<file path="src/rtl/qport_pkg.sv">
package qport_pkg;

    typedef enum logic [2:0] {
        OP_IDLE  = 3'd0,
        OP_WRITE = 3'd1,
        OP_CLEAR = 3'd2,
        OP_BSET  = 3'd3,
        OP_BCLR  = 3'd4
    } port_op_e;

    typedef enum logic [1:0] {
        SEL_IN   = 2'd0,
        SEL_OUT  = 2'd1,
        SEL_BD   = 2'd2,
        SEL_NONE = 2'd3
    } port_sel_e;

endpackage

</file>
<file path="src/rtl/qport_sync.sv">
module qport_sync #(
    parameter int W      = 8,
    parameter int STAGES = 2
) (
    input  logic         clk,
    input  logic         reset_n,
    input  logic [W-1:0] din,
    output logic [W-1:0] dout
);

    logic [W-1:0] stage_q [STAGES];

    // Data flops carry no reset: they only ever hold sampled pin levels.
    always_ff @(posedge clk) begin
        stage_q[0] <= din;
        for (int s = 1; s < STAGES; s++) begin
            stage_q[s] <= stage_q[s-1];
        end
    end

    assign dout = stage_q[STAGES-1];

    generate
        if (STAGES == 2) begin : g_chk2
            assert_sync_delay_R3: assert property (@(posedge clk) disable iff (!reset_n)
                dout == $past(din, 2));
        end
    endgenerate

endmodule

</file>
<file path="src/rtl/qport_latch.sv">
module qport_latch
    import qport_pkg::*;
#(
    parameter int             W       = 8,
    parameter int             IDX_W   = 3,
    parameter bit             RMW_EN  = 1'b1,
    parameter logic [W-1:0]   OD_MASK = '0
) (
    input  logic             clk,
    input  logic             reset_n,
    input  logic             sel,
    input  port_op_e         op,
    input  logic [IDX_W-1:0] bit_idx,
    input  logic [W-1:0]     wdata,
    input  logic [W-1:0]     pin_sync,
    output logic [W-1:0]     drive_low,
    output logic [W-1:0]     pullup_en
);

    logic [W-1:0] latch_q;
    logic [W-1:0] latch_nxt;
    logic [W-1:0] bit_mask;
    logic [W-1:0] rmw_set;
    logic [W-1:0] rmw_clr;

    always_comb begin
        for (int i = 0; i < W; i++) begin
            bit_mask[i] = (bit_idx == IDX_W'(i));
        end
    end

    generate
        if (RMW_EN) begin : g_rmw
            // Whole byte comes from the pins, not from the latch.
            assign rmw_set = pin_sync | bit_mask;
            assign rmw_clr = pin_sync & ~bit_mask;
        end else begin : g_no_rmw
            assign rmw_set = latch_q;
            assign rmw_clr = latch_q;
        end
    endgenerate

    always_comb begin
        latch_nxt = latch_q;
        if (sel) begin
            case (op)
                OP_WRITE: latch_nxt = wdata;
                OP_CLEAR: latch_nxt = '0;
                OP_BSET:  latch_nxt = rmw_set;
                OP_BCLR:  latch_nxt = rmw_clr;
                default:  latch_nxt = latch_q;
            endcase
        end
    end

    always_ff @(posedge clk or negedge reset_n) begin
        if (!reset_n) begin
            latch_q <= '1;
        end else begin
            latch_q <= latch_nxt;
        end
    end

    assign drive_low = ~latch_q;
    assign pullup_en = latch_q & ~OD_MASK;

    assert_write_loads_R2: assert property (@(posedge clk) disable iff (!reset_n)
        (sel && op == OP_WRITE) |=> drive_low == ~$past(wdata));

    assert_clear_loads_R6: assert property (@(posedge clk) disable iff (!reset_n)
        (sel && op == OP_CLEAR) |=> drive_low == '1);

    assert_idle_holds_R9: assert property (@(posedge clk) disable iff (!reset_n)
        (!sel || op == OP_IDLE) |=> $stable(drive_low));

    generate
        if (RMW_EN) begin : g_rmw_chk
            assert_bset_from_pins_R4: assert property (@(posedge clk) disable iff (!reset_n)
                (sel && op == OP_BSET) |=> (~drive_low) == ($past(pin_sync) | $past(bit_mask)));
            assert_bclr_from_pins_R4: assert property (@(posedge clk) disable iff (!reset_n)
                (sel && op == OP_BCLR) |=> (~drive_low) == ($past(pin_sync) & ~$past(bit_mask)));
        end else begin : g_no_rmw_chk
            assert_bitop_ignored_R6: assert property (@(posedge clk) disable iff (!reset_n)
                (sel && (op == OP_BSET || op == OP_BCLR)) |=> $stable(drive_low));
        end
    endgenerate

endmodule

</file>
<file path="src/rtl/qport_group.sv">
module qport_group
    import qport_pkg::*;
#(
    parameter int                 DATA_W         = 8,
    parameter int                 BD_W           = 8,
    parameter int                 IN_W           = 4,
    parameter int                 OUT_W          = 8,
    parameter int                 SYNC_STAGES    = 2,
    parameter logic [BD_W-1:0]    BD_OD_MASK     = 8'h80,
    parameter logic [OUT_W-1:0]   OUT_OD_MASK    = 8'h0F,
    parameter logic [IN_W-1:0]    IN_PULLUP_MASK = 4'b0011
) (
    input  logic              clk,
    input  logic              reset_n,
    input  logic [1:0]        cpu_sel,
    input  logic [2:0]        cpu_op,
    input  logic [2:0]        cpu_bit,
    input  logic [DATA_W-1:0] cpu_wdata,
    output logic [DATA_W-1:0] cpu_rdata,
    input  logic [BD_W-1:0]   bd_pin_in,
    output logic [BD_W-1:0]   bd_drive_low,
    output logic [BD_W-1:0]   bd_pullup_en,
    input  logic [IN_W-1:0]   in_pin_in,
    output logic [IN_W-1:0]   in_pullup_en,
    output logic [OUT_W-1:0]  out_drive_low,
    output logic [OUT_W-1:0]  out_pullup_en
);

    localparam int IDX_W = $clog2(DATA_W);

    port_op_e   op;
    port_sel_e  sel;
    logic [BD_W-1:0] bd_sync;
    logic [IN_W-1:0] in_sync;

    assign op  = port_op_e'(cpu_op);
    assign sel = port_sel_e'(cpu_sel);

    qport_sync #(.W(BD_W), .STAGES(SYNC_STAGES)) u_bd_sync (
        .clk     (clk),
        .reset_n (reset_n),
        .din     (bd_pin_in),
        .dout    (bd_sync)
    );

    qport_sync #(.W(IN_W), .STAGES(SYNC_STAGES)) u_in_sync (
        .clk     (clk),
        .reset_n (reset_n),
        .din     (in_pin_in),
        .dout    (in_sync)
    );

    qport_latch #(.W(BD_W), .IDX_W(IDX_W), .RMW_EN(1'b1), .OD_MASK(BD_OD_MASK)) u_bd_latch (
        .clk       (clk),
        .reset_n   (reset_n),
        .sel       (sel == SEL_BD),
        .op        (op),
        .bit_idx   (cpu_bit),
        .wdata     (cpu_wdata[BD_W-1:0]),
        .pin_sync  (bd_sync),
        .drive_low (bd_drive_low),
        .pullup_en (bd_pullup_en)
    );

    // Output-only port has no input path: its pin sample is tied off.
    qport_latch #(.W(OUT_W), .IDX_W(IDX_W), .RMW_EN(1'b0), .OD_MASK(OUT_OD_MASK)) u_out_latch (
        .clk       (clk),
        .reset_n   (reset_n),
        .sel       (sel == SEL_OUT),
        .op        (op),
        .bit_idx   (cpu_bit),
        .wdata     (cpu_wdata[OUT_W-1:0]),
        .pin_sync  ({OUT_W{1'b0}}),
        .drive_low (out_drive_low),
        .pullup_en (out_pullup_en)
    );

    assign in_pullup_en = IN_PULLUP_MASK;

    always_comb begin
        cpu_rdata = '0;
        case (sel)
            SEL_IN:  cpu_rdata[IN_W-1:0] = in_sync;
            SEL_BD:  cpu_rdata[BD_W-1:0] = bd_sync;
            default: cpu_rdata = '0;
        endcase
    end

    assert_in_ops_no_effect_R5: assert property (@(posedge clk) disable iff (!reset_n)
        (sel == SEL_IN) |=> ($stable(bd_drive_low) && $stable(out_drive_low)));

    assert_od_no_pullup_R7: assert property (@(posedge clk) disable iff (!reset_n)
        (sel == SEL_BD && op == OP_WRITE) |=> (bd_pullup_en & BD_OD_MASK) == '0);

endmodule

</file>
<file path="config.mk">
export PLATFORM = sky130hd
export DESIGN_NAME = qport_group
export DESIGN_NICKNAME = d
export VERILOG_FILES = /design/src/rtl/qport_pkg.sv /design/src/rtl/qport_sync.sv /design/src/rtl/qport_latch.sv /design/src/rtl/qport_group.sv
export SDC_FILE = /design/constraint.sdc
export NUM_CORES = 1
export LEC_CHECK = 0
export BUFFER_PORTS_ARGS = -buffer_cell sky130_fd_sc_hd__buf_4
export CELL_PAD_IN_SITES_DETAIL_PLACEMENT = 0
export CELL_PAD_IN_SITES_GLOBAL_PLACEMENT = 2
export CORE_AREA = 2 2 64 111
export CTS_CLUSTER_SIZE = 28
export DETAILED_ROUTE_END_ITERATION = 6
export DIE_AREA = 0 0 66 113
export HOLD_SLACK_MARGIN = 0.05
export PLACE_DENSITY = 0.92
export SYNTH_ARGS = -nofsm -noshare
export SYNTH_HDL_FRONTEND = slang
export SYNTH_SLANG_ARGS = --single-unit
</file>
<file path="constraint.sdc">
create_clock -name clk -period 3.68 [get_ports clk]
set_input_delay 0.736 -clock clk [delete_from_list [all_inputs] [get_ports clk]]
set_output_delay 0.736 -clock clk [all_outputs]
set_load 0.005 [all_outputs]
</file>
==> impl_results.md <==
* Fin. Hold Viols at 0
* Clk slew on worst S/H paths at 50 ps
* CP Class: in2out
* DP Cell Count at 322
* Ant diodes at 0
* Max Root-Sink Buffers at 2
* Leakage power figure at 1.146 nW
* FILL cells at 714
* CP startpoint kind: input pin
* Run status: completed
* Highest routed metal layer: met4
* Net total in the final layout at 277
* Placed Area at 2182 sq um
* Initial antenna violation count at 0
* Maxcap violations at 0
* Seq cells post-synth at 40
* Clock Skews at 3.850 ps
* CP Launch Point: cpu_sel[1]
* Min cycle time layout at 2192 ps
* DPL Wire Length at 3001 microns
* Vias/cell at 4.130
* Drt initial violations at 36
* RR Startpoint: u_bd_latch.latch_q[5]
* Slowest stage cell on the critical path: buf_4
* Peak VDD IR at 0.2541 mV
* CP Data Required Time at 2940 ps
* Min-Delay Path Depth at 0
* Worst hold path endpoint: u_in_sync.stage_q[0][5]
* Netlist Area Pre-Place at 1778 sq um
* Syn_area_per_cell at 8.934 sq um
* Non-Filler Cell Area, Final at 2350 sq um
* Row count at 39
* # setup viols final at 0
* Port Buffers at 64
* Via count at 1363
* Ratio of final minimum period to clock period at 0.5956
* Crit-path max FO at 13
* Yosys top cell area share at 0.2702
* Final std cells w/o fill at 330
* Largest stage delay, worst path at 160 ps
* Core Region at 6539 sq um
* Starting density of the core at 0.2719
* Routability cong. at 0.7840
* First-pass GRT wire length at 5899 microns
* Yosys warns at 0
* Postcts setup bufs at 0
* CP arrival at 1460 ps
* Gr ovfl total at 0
* Cell Chain, Critical Path: buf_4 > nor2b_1 > buf_4 > and2_1 > buf_4
* Cts bufs inserted at 5
* TritonRoute pass-1 iters at 4
* Vias in the first global route at 1226
* Met1 WL at 1330 microns
* Power Dens Cells at 541.2 nW/um^2
* Mapped Cells at 199
* Met3 routed WL at 250 microns
* Hold path startpoint: u_in_sync.stage_q[0][1]
* Resized cells post-CTS at 0
* Cell repeated most along the worst path: buf_4
* Antenna viol nets, final at 0
* Cts hold-fix bufs at 0
* Slew Viols, Final at 0
* # DRC at 0
* Highest Clock Rate at 0.4563 GHz
* GRT Util Overall at 0.1060
* Worst skew pair latency at 280 ps
* Synth cell types at 31
* Die height at 113 microns
* Critical path capture point type: primary output
* # clock sinks at 40
* Worst reg2reg setup slack at 2860 ps
* Area growth from synthesis to layout at 32.16%
* Reg-to-reg endpoint: u_bd_latch.latch_q[5]
* Die area at 7458 sq um
* Max H-tree Level at 2
* Commonest cells after routing, fill and taps aside: 65 x buf_4, 24 x inv_1, 24 x dfxtp_1
* Slew @ Worst Pin at 565.2 ps
* Area leader, netlist: dfxtp_1
* WL met2 at 2015 microns
* Cells taking the most area after synthesis: dfxtp_1 27%, dfstp_2 24%, buf_4 8.4%, inv_1 5.1%, nor2_1 4.0%
* Most common cell after layout, fill and taps aside: buf_4
* Seq/Total Area, Yosys at 0.5067
* Die X at 66 microns
* CTS tree: done
* Number of primary I/O pins at 74
* FF-to-FF path depth at 2
* Worst rel slew slack at 0.6232
* Largest net degree at the start of global routing at 18
* Hold Path Class: reg2reg
* Clk root buf: clkbuf_16
* Drt total wl at 3711 microns
* Setup TNS at 0 ps
* Drt wl/cell at 11.25 microns
* RSZ-0062 raised after global routing: no
* Share of cells above drive strength 1 at 0.3750
where the power goes:
| group | internal (mW) | leakage [nW] | switching [mW] | total [mW] |
|---|---|---|---|---|
| combinational | 0.141 | 0.696 | 0.101 | 0.243 |
| clock | 0.318 | 0.0798 | 0.160 | 0.478 |
| sequential | 0.518 | 0.370 | 0.0328 | 0.551 |
per-stage QoR:
step	worst slack (ps)	total power, mW	util	hold WS [ps]
finish	1488	1.272	0.3594	323.6
global route	1442	1.345	0.3594	331.4
CTS	1481	1.293	0.3594	325.0
detailed placement	1481	0.8086	0.3337	312.1
global placement	1490	0.8035	0.3337	309.9
floorplan	1398	0.6930	-	309.6
how the worst max path moves through the flow:
stage | slack [ps] | end
2_1_floorplan | 1400 | cpu_rdata[5]
3_3_place_gp | 1490 | cpu_rdata[6]
6_report | 1490 | cpu_rdata[4]
4_1_cts | 1480 | cpu_rdata[4]
3_5_place_dp | 1480 | cpu_rdata[4]
5_1_grt | 1440 | cpu_rdata[6]
layer usage:
layer | track usage | vias up
met3 | 0.02584 | 7
met2 | 0.1899 | 53
met1 | 0.1075 | 595
li1 | - | 708
met5 | 0 | -
met4 | 0.06259 | 0
final cells by class:
| cell class | instances | area, sq um | area share |
|---|---|---|---|
| flip-flops and latches | 40 | 900.9 | 0.3834 |
| well taps | 82 | 102.6 | 0.04366 |
| clock buffers | 5 | 125.1 | 0.05325 |
| clock inverters | 3 | 42.54 | 0.01810 |
| inverters | 24 | 90.09 | 0.03834 |
| multi-input cells | 111 | 600.6 | 0.2556 |
| repair buffers | 65 | 488.0 | 0.2077 |
kinds of logic (layout without fill, tap and decap cells):
logic type	after synthesis	count (layout)	share of synthesized area
buffers and inverters	55	97	0.1703
AO/OA/AOI/OAI	43	43	0.1443
XOR/XNOR	1	1	0.004927
multiplexers	4	4	0.02252
AND/OR/NAND/NOR	54	54	0.1471
other	2	9	0.004224
flip-flops	40	40	0.5067
critical path: cells and delay by family:
kind	cells	cell delay, ps
AND/OR/NAND/NOR	2	280
buffers and inverters	3	430
synthesized netlist by cell type:
cell      instances
dfxtp_1          24
o21ai_0          14
or3b_1            1
or3b_2            1
inv_1            24
nor2_1           19
buf_2             5
o21ba_1           1
nor3_1            1
buf_4            20
nand2_1          17
conb_1            2
a31oi_1           8
and3b_1           3
buf_6             2
dfstp_2          16
nor2b_1           1
a21boi_4          1
and3_1            1
o21bai_1          1
xor2_1            1
o21ai_1           2
a21oi_1           8
nor3b_1           3
buf_1             1
and2_1            4
mux2i_1           4
clkbuf_1          3
o22ai_1           8
nor2_2            2
nand3_1           1
registers in the layout, indices dropped and copies added, names as in the netlist:
signal and count:
u_bd_latch.latch_q 8, u_out_latch.latch_q 8, u_in_sync.stage_q 8, u_bd_sync.stage_q 16
(Power assumes the default switching activity.)
